**config.mk**
```make
export PLATFORM = sky130hd
export DESIGN_NAME = dtpwm_timer
export DESIGN_NICKNAME = d
export VERILOG_FILES = /design/src/rtl/dtpwm_pkg.sv /design/src/rtl/dtpwm_count.sv /design/src/rtl/dtpwm_dead.sv /design/src/rtl/dtpwm_fsm.sv /design/src/rtl/dtpwm_flags.sv /design/src/rtl/dtpwm_timer.sv
export SDC_FILE = /design/constraint.sdc
export NUM_CORES = 1
export LEC_CHECK = 0
export ABC_AREA = 1
export ABC_CLOCK_PERIOD_IN_PS = 2800
export BUFFER_PORTS_ARGS = -buffer_cell sky130_fd_sc_hd__buf_2
export CELL_PAD_IN_SITES_DETAIL_PLACEMENT = 2
export CELL_PAD_IN_SITES_GLOBAL_PLACEMENT = 2
export CORE_MARGIN = 3
export CORE_UTILIZATION = 28
export CTS_CLUSTER_SIZE = 25
export DETAILED_ROUTE_END_ITERATION = 8
export GPL_TIMING_DRIVEN = 0
export PLACE_DENSITY = 0.9
export SLEW_MARGIN = 20
export SYNTH_ARGS = -nofsm -noshare
export SYNTH_HDL_FRONTEND = slang
export SYNTH_HIERARCHICAL = 1
export SYNTH_SLANG_ARGS = --single-unit
```
**constraint.sdc**
```tcl
create_clock -name clk -period 2.8 [get_ports clk]
set_input_delay 0.7 -clock clk [delete_from_list [all_inputs] [get_ports clk]]
set_output_delay 0.7 -clock clk [all_outputs]
set_load 0.005 [all_outputs]
```
**src/rtl/dtpwm_pkg.sv**
```systemverilog
package dtpwm_pkg;

    // Controller phases of one PWM cycle
    typedef enum logic [2:0] {
        ST_IDLE    = 3'd0,
        ST_LEAD    = 3'd1,
        ST_GAP_ON  = 3'd2,
        ST_BOTH    = 3'd3,
        ST_GAP_OFF = 3'd4,
        ST_PAD     = 3'd5
    } phase_e;

    localparam int unsigned GATES = 2;

endpackage

```
**src/rtl/dtpwm_count.sv**
```systemverilog
module dtpwm_count #(
    parameter int unsigned W = 8
) (
    input  logic         clk,
    input  logic         rst_n,
    input  logic         clr,
    input  logic         inc,
    input  logic [W-1:0] cmp_a,
    input  logic [W-1:0] cmp_b,
    input  logic [W-1:0] period,
    output logic [W-1:0] cnt,
    output logic         hit_a,
    output logic         hit_b,
    output logic         hit_p
);

    localparam logic [W-1:0] ONE = {{(W-1){1'b0}}, 1'b1};

    always_ff @(posedge clk or negedge rst_n) begin
        if (!rst_n) begin
            cnt <= '0;
        end else if (clr) begin
            cnt <= '0;
        end else if (inc) begin
            cnt <= cnt + ONE;
        end
    end

    always_comb begin
        hit_a = (cnt == cmp_a);
        hit_b = (cnt == cmp_b);
        hit_p = (cnt == period);
    end

endmodule

```
**src/rtl/dtpwm_dead.sv**
```systemverilog
module dtpwm_dead #(
    parameter int unsigned DW = 5
) (
    input  logic          clk,
    input  logic          rst_n,
    input  logic          load,
    input  logic [DW-1:0] dead,
    output logic          done
);

    localparam logic [DW-1:0] ONE = {{(DW-1){1'b0}}, 1'b1};

    logic [DW-1:0] left_q;

    always_ff @(posedge clk or negedge rst_n) begin
        if (!rst_n) begin
            left_q <= '0;
        end else if (load) begin
            left_q <= dead;
        end else if (left_q != '0) begin
            left_q <= left_q - ONE;
        end
    end

    // Last clock of the gap; a zero count also releases so a gap never hangs
    assign done = (left_q <= ONE);

endmodule

```
**src/rtl/dtpwm_fsm.sv**
```systemverilog
module dtpwm_fsm
    import dtpwm_pkg::*;
(
    input  logic   clk,
    input  logic   rst_n,
    input  logic   run,
    input  logic   halted,
    input  logic   trip,
    input  logic   hit_a,
    input  logic   hit_p,
    input  logic   dt_done,
    input  logic   dead_zero,
    output phase_e state,
    output logic   wrap,
    output logic   stop,
    output logic   dt_load,
    output logic   counting,
    output logic   idle,
    output logic   ph_p,
    output logic   ph_s
);

    phase_e state_d;

    // State register
    always_ff @(posedge clk or negedge rst_n) begin
        if (!rst_n) begin
            state <= ST_IDLE;
        end else begin
            state <= state_d;
        end
    end

    // Next state and transition strobes
    always_comb begin
        state_d = state;
        wrap    = 1'b0;
        stop    = 1'b0;
        dt_load = 1'b0;
        unique case (state)
            ST_IDLE: begin
                if (run && !halted && !trip) begin
                    state_d = ST_LEAD;
                end
            end
            ST_LEAD: begin
                if (hit_p) begin
                    if (dead_zero) begin
                        state_d = ST_LEAD;
                        wrap    = 1'b1;
                    end else begin
                        state_d = ST_PAD;
                        dt_load = 1'b1;
                    end
                end else if (hit_a) begin
                    if (dead_zero) begin
                        state_d = ST_BOTH;
                    end else begin
                        state_d = ST_GAP_ON;
                        dt_load = 1'b1;
                    end
                end
            end
            ST_GAP_ON: begin
                if (hit_p) begin
                    if (dead_zero) begin
                        state_d = ST_LEAD;
                        wrap    = 1'b1;
                    end else begin
                        state_d = ST_GAP_OFF;
                        dt_load = 1'b1;
                    end
                end else if (dt_done) begin
                    state_d = ST_BOTH;
                end
            end
            ST_BOTH: begin
                if (hit_p) begin
                    if (dead_zero) begin
                        state_d = ST_LEAD;
                        wrap    = 1'b1;
                    end else begin
                        state_d = ST_GAP_OFF;
                        dt_load = 1'b1;
                    end
                end
            end
            ST_GAP_OFF, ST_PAD: begin
                if (dt_done) begin
                    state_d = ST_LEAD;
                    wrap    = 1'b1;
                end
            end
            default: begin
                state_d = ST_IDLE;
            end
        endcase

        // Stop request overrides any running transition
        if (state != ST_IDLE && (!run || trip)) begin
            state_d = ST_IDLE;
            wrap    = 1'b0;
            dt_load = 1'b0;
            stop    = 1'b1;
        end
    end

    // Phase decode
    always_comb begin
        counting = 1'b0;
        idle     = 1'b0;
        ph_p     = 1'b0;
        ph_s     = 1'b0;
        unique case (state)
            ST_IDLE:    idle = 1'b1;
            ST_LEAD:    counting = 1'b1;
            ST_GAP_ON: begin
                counting = 1'b1;
                ph_p     = 1'b1;
            end
            ST_BOTH: begin
                counting = 1'b1;
                ph_p     = 1'b1;
                ph_s     = 1'b1;
            end
            ST_GAP_OFF: ph_p = 1'b1;
            ST_PAD:     ph_p = 1'b0;
            default:    idle = 1'b1;
        endcase
    end

endmodule

```
**src/rtl/dtpwm_flags.sv**
```systemverilog
module dtpwm_flags (
    input  logic clk,
    input  logic rst_n,
    input  logic run,
    input  logic fault_in,
    input  logic fault_halt,
    input  logic hit_b,
    input  logic hit_p,
    input  logic counting,
    input  logic idle,
    input  logic wrap,
    input  logic stop,
    input  logic pend_clr,
    output logic strobe,
    output logic pend,
    output logic kill,
    output logic halted
);

    logic trip_cycle;
    logic trip_stop;

    assign trip_cycle = fault_in && !fault_halt;
    assign trip_stop  = fault_in && fault_halt;

    // Strobe: rests at cycle start, on after the B match
    always_ff @(posedge clk or negedge rst_n) begin
        if (!rst_n) begin
            strobe <= 1'b0;
        end else if (idle || wrap || stop) begin
            strobe <= 1'b0;
        end else if (counting && hit_b) begin
            strobe <= 1'b1;
        end
    end

    // Pending flag: a new set outranks a clear
    always_ff @(posedge clk or negedge rst_n) begin
        if (!rst_n) begin
            pend <= 1'b0;
        end else if (counting && hit_p) begin
            pend <= 1'b1;
        end else if (pend_clr) begin
            pend <= 1'b0;
        end
    end

    // Per-cycle gate silencing
    always_ff @(posedge clk or negedge rst_n) begin
        if (!rst_n) begin
            kill <= 1'b0;
        end else if (wrap || stop || idle) begin
            kill <= 1'b0;
        end else if (trip_cycle) begin
            kill <= 1'b1;
        end
    end

    // Whole-timer stop, released by dropping run
    always_ff @(posedge clk or negedge rst_n) begin
        if (!rst_n) begin
            halted <= 1'b0;
        end else if (trip_stop) begin
            halted <= 1'b1;
        end else if (!run) begin
            halted <= 1'b0;
        end
    end

endmodule

```
**src/rtl/dtpwm_timer.sv**
```systemverilog
module dtpwm_timer
    import dtpwm_pkg::*;
#(
    parameter int unsigned W  = 8,
    parameter int unsigned DW = 5
) (
    input  logic          clk,
    input  logic          rst_n,
    input  logic          run_en,
    input  logic [W-1:0]  cmp_a,
    input  logic [W-1:0]  cmp_b,
    input  logic [W-1:0]  period,
    input  logic [DW-1:0] dead,
    input  logic          pol_p,
    input  logic          pol_s,
    input  logic          en_p,
    input  logic          en_s,
    input  logic          strobe_route,
    input  logic          irq_en,
    input  logic          pend_clr,
    input  logic          fault_in,
    input  logic          fault_halt,
    output logic          drv_p,
    output logic          drv_s,
    output logic          strobe,
    output logic          strobe_pin,
    output logic          pend,
    output logic          irq
);

    logic [W-1:0] cnt_q;
    logic         hit_a, hit_b, hit_p;
    logic         dt_done, dt_load;
    logic         wrap, stop, counting, idle;
    logic         ph_p, ph_s;
    logic         kill, halted;
    phase_e       state;

    logic [GATES-1:0] phase_v;
    logic [GATES-1:0] pol_v;
    logic [GATES-1:0] en_v;
    logic [GATES-1:0] drv_v;

    dtpwm_count #(.W(W)) u_count (
        .clk    (clk),
        .rst_n  (rst_n),
        .clr    (wrap || stop || idle),
        .inc    (counting),
        .cmp_a  (cmp_a),
        .cmp_b  (cmp_b),
        .period (period),
        .cnt    (cnt_q),
        .hit_a  (hit_a),
        .hit_b  (hit_b),
        .hit_p  (hit_p)
    );

    dtpwm_dead #(.DW(DW)) u_dead (
        .clk   (clk),
        .rst_n (rst_n),
        .load  (dt_load),
        .dead  (dead),
        .done  (dt_done)
    );

    dtpwm_fsm u_fsm (
        .clk       (clk),
        .rst_n     (rst_n),
        .run       (run_en),
        .halted    (halted),
        .trip      (fault_in && fault_halt),
        .hit_a     (hit_a),
        .hit_p     (hit_p),
        .dt_done   (dt_done),
        .dead_zero (dead == '0),
        .state     (state),
        .wrap      (wrap),
        .stop      (stop),
        .dt_load   (dt_load),
        .counting  (counting),
        .idle      (idle),
        .ph_p      (ph_p),
        .ph_s      (ph_s)
    );

    dtpwm_flags u_flags (
        .clk        (clk),
        .rst_n      (rst_n),
        .run        (run_en),
        .fault_in   (fault_in),
        .fault_halt (fault_halt),
        .hit_b      (hit_b),
        .hit_p      (hit_p),
        .counting   (counting),
        .idle       (idle),
        .wrap       (wrap),
        .stop       (stop),
        .pend_clr   (pend_clr),
        .strobe     (strobe),
        .pend       (pend),
        .kill       (kill),
        .halted     (halted)
    );

    assign phase_v = {ph_s, ph_p};
    assign pol_v   = {pol_s, pol_p};
    assign en_v    = {en_s, en_p};

    // One output stage per gate: gate by enable and fault, then apply polarity
    for (genvar g = 0; g < GATES; g++) begin : g_gate
        always_comb begin
            drv_v[g] = (phase_v[g] && en_v[g] && !kill) ^ pol_v[g];
        end
    end

    assign drv_p      = drv_v[0];
    assign drv_s      = drv_v[1];
    assign strobe_pin = strobe && strobe_route;
    assign irq        = pend && irq_en;

endmodule

```
==> impl_metrics.ini, run 1 <==
[run_status]
status = complete, no violations

[timing]
drv_slew = 0
setup_slack_ps = 280
clock.fmax_mhz = 397
rsz0062_at_grt = false
fin_crit_sh_pct = 90.0
hold_ws_ps = 394
fin_tns_setup_ps = 0
hold_viol_final = 0
setup_violations = 0
slew_headroom_pct = 57.5
tightest_slew_ps = 637
period_needed_ps = 2520
fin_worst_skew_ps = 2.15

[layout]
n_antenna_cell = 0
drive_gt1_share_pct = 28.8
final_area_sq_um = 2160
area.growth.synth_to_final_pct = 21.2
nets = 354
fill_cells = 765

[route]
drtIter0Drc = 44
drt-pass1-iter-count = 4
wl_per_cell_um = 16.5
vias_per_cell = 4.90
drcViolationCount = 0
ant_nets = 0
vias = 1880
routed_wl_mm = 6.33

[synthesis]
synthCells = 259
synth_largest_area_cell = dfrtp_1
seq_area_frac_synth_pct = 28.1
synthesis.area_sq_um = 1780
ys_types = 29
netlist_top_cells_area = dfrtp_1 (28%), nand2_1 (13%), xnor2_1 (12%), inv_1 (6.3%), nor2_1 (5.9%)
synth_top_area_share_pct = 28.1
synth_top_family_by_area = simple AND/OR/NAND/NOR gates
yosys.area_share.simple_pct = 38.2
yosysMostFrequentCell = nand2_1
synthArstFlopShare_pct = 100
ys_warn_count = 6
synth_edf_count = 0
synthFlopType = dfrtp_1
synth.area.mux_share_pct = 0
synth_compound_area_share_pct = 7.15
synth_nets = 303
synth_commonest_cells = nand2_1 (60), inv_1 (30), nor2_1 (28)
synth-xor-area-share_pct = 12.3
synth-seq-cells = 20
synthAdderAreaFrac_pct = 2.10
syn_avg_cell_area_sq_um = 6.89

[worst_setup_path]
crit_top_cell = nor2_1
rrSetupSlack_ps = 280
worstPathRequired_ps = 3010
crit_arrival_ps = 2730
worstSetupEndpointType = flop
slowest_stage = dfrtp_1
max_stage_delay_ps = 380
crit_fanout = 8
path_buf_inv = 3
crit_chain = buf_4, xnor2_1, nand4_1, nor2_1, buf_4, a32oi_1, nor2_1, nor2_1, nand2_1, nor2_2, nor2_4, nand4_1, nand2_1, inv_1, nor2_2
path_delay_family = simple AND/OR/NAND/NOR gates
cp-start-kind = flop
path_class = flop to flop

[power]
irDropWorstVdd_v = 0.000264
p_per_area_nw_per_um2 = 704
cellLeakagePower_nw = 1.10

[cts]
cts_hold_buffers = 0
clk_pin_slew_worst_paths_ps = 90
cts_tree = done
cts_resized = 0
numCtsBuffers = 3
cts_htree_levels = 1
cts_max_path_buffers = 2
cts_setup_buffers = 0
clk_latency_ps = 260
cts-root-buf = clkbuf_8
cts_sinks = 20

[global_routing]
antenna_found_initial = 0
overflow = 0
grt_max_degree = 21
grt_pass1_vias = 2165
gr-usage-all-layers_pct = 18.4
grt_pass1_wl_mm = 10.7

[die]
placementRows = 28
core_area_sq_um = 6060
initial_core_util_pct = 29.4
fp.dieH_um = 85.8
dieArea_sq_um = 7370
io_pins = 47
die_x_um = 85.8

[run]
drv_cap = 0

[place]
dpl.hpwl_mm = 5.07
globalplace.congestion = 0.876
dpl-instance-area_sq_um = 2110
io_buffers = 46
pre_cts_ws_ps = 112

[worst_hold_path]
hold_class = input pin to asynchronous set/reset pin
[layout make-up]
type | count | area (sq um) | area share, %
flip-flops and latches | 20 | 500 | 23.1
repair buffers | 46 | 230 | 10.6
clock buffers | 4 | 55.1 | 2.54
inverters | 39 | 146 | 6.77
multi-input cells | 190 | 1070 | 49.3
well taps | 75 | 93.8 | 4.34
plain buffers | 10 | 71.3 | 3.30
[flip-flops by register name, indices dropped and copies added, names as in the netlist]
name / cells
u_flags/halted: 1
u_flags/strobe: 1
u_fsm/state: 3
u_count/cnt: 8
u_flags/pend: 1
u_flags/kill: 1
u_dead/left_q: 5
[power breakdown]
| part | internal, mW | switching (mW) |
|---|---|---|
| clock | 0.125 | 0.111 |
| sequential | 0.345 | 0.0490 |
| combinational | 0.289 | 0.603 |
[worst register-to-register path, stage by stage (launching register included)]
cell	delay, ps
dfrtp_1	380
buf_4	180
xnor2_1	230
nand4_1	150
nor2_1	200
buf_4	210
a32oi_1	110
nor2_1	200
nor2_1	80
nand2_1	160
nor2_2	110
nor2_4	170
nand4_1	100
nand2_1	70
inv_1	40
nor2_2	60
[metrics by stage]
stage	std cells	utilization, %	total power [mW]
floorplan	259	-	1.02
global placement	380	34.8	1.20
detailed placement	380	34.8	1.28
CTS	384	35.7	1.54
global route	384	35.7	1.67
finish	384	35.7	1.52
[final timing paths]
path	startpoint	endpoint	cells past startpoint
worst max-delay path	u_count/cnt[4]	u_count/cnt[6]	15
worst min-delay path	rst_n	u_count/cnt[3]	1
worst max register to register	u_count/cnt[4]	u_count/cnt[6]	15
worst min register to register	u_flags/halted	u_flags/halted	2
max in group asynchronous	rst_n	u_fsm/state[1]	1
min in group clk	u_flags/halted	u_flags/halted	2
[routing by layer]
layer,vias up,wire length (um),GRT usage [%]
met2,27,3510,34.9
li1,910,-,-
met5,-,0,0
met3,6,160,2.02
met4,0,67,5.04
met1,937,2590,21.6
[layout by cell type (no fill, tap or decap), types with 3 or more instances in the layout]
cell type / synthesis / layout
nand2_1: 60 / 60
buf_2: 1 / 47
inv_1: 30 / 30
nor2_1: 28 / 28
xnor2_1: 25 / 25
dfrtp_1: 20 / 20
nand3_1: 18 / 18
nand4_1: 11 / 11
a21oi_1: 10 / 10
nor2_2: 9 / 9
inv_2: 8 / 8
buf_4: 6 / 6
o21ai_0: 6 / 6
clkbuf_8: 0 / 4
nor2_4: 3 / 3
nand2_2: 3 / 3
ha_1: 3 / 3
nand3b_1: 3 / 3
[cell families after synthesis]
family                     after synthesis
xor gates and xnor gates                25
AOI/OAI and AO/OA                       22
adders and majority gates                3
DFF                                     20
and+or+nand+nor                        140
buffers and inverters                   49
Note: power is estimated with default switching activity, not from simulation.
==> inputs of run 2 (changes only) <==
ABC_AREA = default   (was 1)
CORE_UTILIZATION = 30   (was 28)
PLACE_DENSITY = 0.77   (was 0.9)
RECOVER_POWER = 25   (was default)
==> run 2 against run 1 <==
Synthesized cell count is 31% lower. Worst setup slack improved by 74 ps. Power down 20%. Core utilization up 4.3 points.
==> impl_metrics.ini, run 2 <==
[layout]
nets = 273
final_cell_mix = buf_2 (50), xnor2_1 (28), dfrtp_1 (20), nor2_1 (15), o21ai_0 (11)
multi_input_area_sq_um = 976
final_area_sq_um = 1960
n_antenna_cell = 0
largestRegisters = u_count/cnt: 8 flops, u_dead/left_q: 5 flops, u_fsm/state: 3 flops
area.growth.synth_to_final_pct = 23.3
fill_cells = 584
drive_gt1_share_pct = 32.5
top_register = u_count/cnt
seqCellArea_sq_um = 500
layout_commonest_cell = buf_2
largest_register_ffs = 8

[synthesis]
netlist_top_cells_area = dfrtp_1 (31%), xnor2_1 (15%), buf_6 (4.2%), nor2_1 (3.8%), nand4_1 (3.5%)
synthArstFlopShare_pct = 100
yosysMostFrequentCell = xnor2_1
synthCells = 178
synth_nets = 222
synth_edf_count = 0
synthesis.area_sq_um = 1590
ys_types = 45
synth_top_area_share_pct = 31.4
ys_warn_count = 6
synthFlopType = dfrtp_1
synth_commonest_cells = xnor2_1 (28), dfrtp_1 (20), nor2_1 (16)
synth_largest_area_cell = dfrtp_1
seq_area_frac_synth_pct = 31.4
syn_avg_cell_area_sq_um = 8.95
synth-seq-cells = 20

[global_routing]
gr-usage-all-layers_pct = 15.8
antenna_found_initial = 0
overflow = 0
grt_pass1_vias = 1620
grt_pass1_wl_mm = 7.77
grt_max_degree = 21

[die]
io_pins = 47
initial_core_util_pct = 32.4
dieArea_sq_um = 6220
die_x_um = 78.9
core_area_sq_um = 4910
fp.dieH_um = 78.9
placementRows = 25

[worst_setup_path]
crit_arrival_ps = 2590
crit_end = u_count/cnt[2]
rrSetupSlack_ps = 390
worstSetupEndpointType = flop
timing.rr.end = u_count/cnt[2]
crit_path_start = dead[0]
path_class = input pin to flop
rr_startpoint = u_count/cnt[0]
worst-r2r-cell-count = 11
crit_fanout = 8
cp-start-kind = input pin
worstPathRequired_ps = 2940

[cts]
clk_latency_ps = 270
clk_pin_slew_worst_paths_ps = 80
cts_sinks = 20
cts_resized = 0
cts_max_path_buffers = 2
cts_setup_buffers = 0
cts-root-buf = clkbuf_8
cts_htree_levels = 1
cts_hold_buffers = 0
cts_tree = done
numCtsBuffers = 3

[timing]
hold_viol_final = 0
hold_ws_ps = 514
period_needed_ps = 2450
setup_slack_ps = 354
clock.fmax_mhz = 409
rsz0062_at_grt = false
fin_worst_skew_ps = 4.50
tightest_slew_ps = 1130
setup_violations = 0
fin_crit_sh_pct = 87.4
slew_headroom_pct = 24.4
drv_slew = 0

[route]
dr.max_layer_used = met4
met3_length_um = 181
wl_met1_mm = 2.00
vias_per_cell = 4.97
ant_nets = 0
wl_per_cell_um = 15.4
routed_wl_mm = 4.54
drtIter0Drc = 15
vias = 1465
drt-pass1-iter-count = 3
met2_length_mm = 2.30
drcViolationCount = 0

[worst_hold_path]
hold_class = flop to flop
hold_depth = 1

[place]
io_buffers = 46
dpl.hpwl_mm = 3.63
dpl-instance-area_sq_um = 1910
globalplace.congestion = 0.720
pre_cts_ws_ps = -71.1

[power]
finalPower_mw = 1.22
irDropWorstVdd_v = 0.000411
p_per_area_nw_per_um2 = 622
cellLeakagePower_nw = 0.846

[run_status]
status = complete, no violations

[run]
drv_cap = 0
[run 2: cell families after synthesis]
kind of cell             share of synthesized area [%]
AO/OA/AOI/OAI                                     11.9
XOR/XNOR                                          17.6
adder cells (fa/ha/maj)                           2.36
buffers and inverters                             7.46
flip-flops                                        31.4
multiplexers                                      4.24
AND/OR/NAND/NOR                                   25.0
[run 2: area by class of cell]
type / count / area share [%]
repair buffers: 46 / 11.7
well taps: 67 / 4.27
multi-input cells: 140 / 49.7
clock buffers: 4 / 2.80
plain buffers: 13 / 5.10
inverters: 5 / 0.956
flip-flops and latches: 20 / 25.5
[run 2: how the worst min path moves through the flow]
stage | startpoint | endpoint | slack, ps
6_report | u_flags/halted | u_flags/halted | 510
5_1_grt | u_flags/halted | u_flags/halted | 540
4_1_cts | rst_n | u_count/cnt[6] | 390
3_5_place_dp | u_flags/halted | u_flags/halted | 490
3_3_place_gp | u_flags/kill | u_flags/kill | 490
2_1_floorplan | rst_n | u_count/cnt[0] | 400
[run 2: critical path, stage by stage]
cell and delay, ps:
buf_2 110, or4_1 510, nor2_1 240, nand2_1 100, nor3_1 160, a21oi_1 70, nor2_1 160, or3_1 140
buf_1 320, nor2_1 90
[run 2: power breakdown]
part           total [mW]  switching (mW)  internal, mW
Sequential          0.396          0.0531         0.343
Combinational       0.597           0.314         0.283
Clock               0.227           0.101         0.126
Total                1.22           0.468         0.752
[run 2: layer usage]
metal  track usage (%)  up-vias
li1                  -      715
met3              2.38        5
met2              28.4       33
met4              5.15        0
met1              19.1      712
met5                 0        -
[run 2: through the flow]
stage / util, % / cells / setup TNS [ps]
finish: 40.0 / 295 / 0
global route: 40.0 / 295 / 0
CTS: 39.9 / 295 / 0
detailed placement: 38.8 / 291 / -529
global placement: 38.8 / 291 / -19.9
floorplan: - / 178 / 0
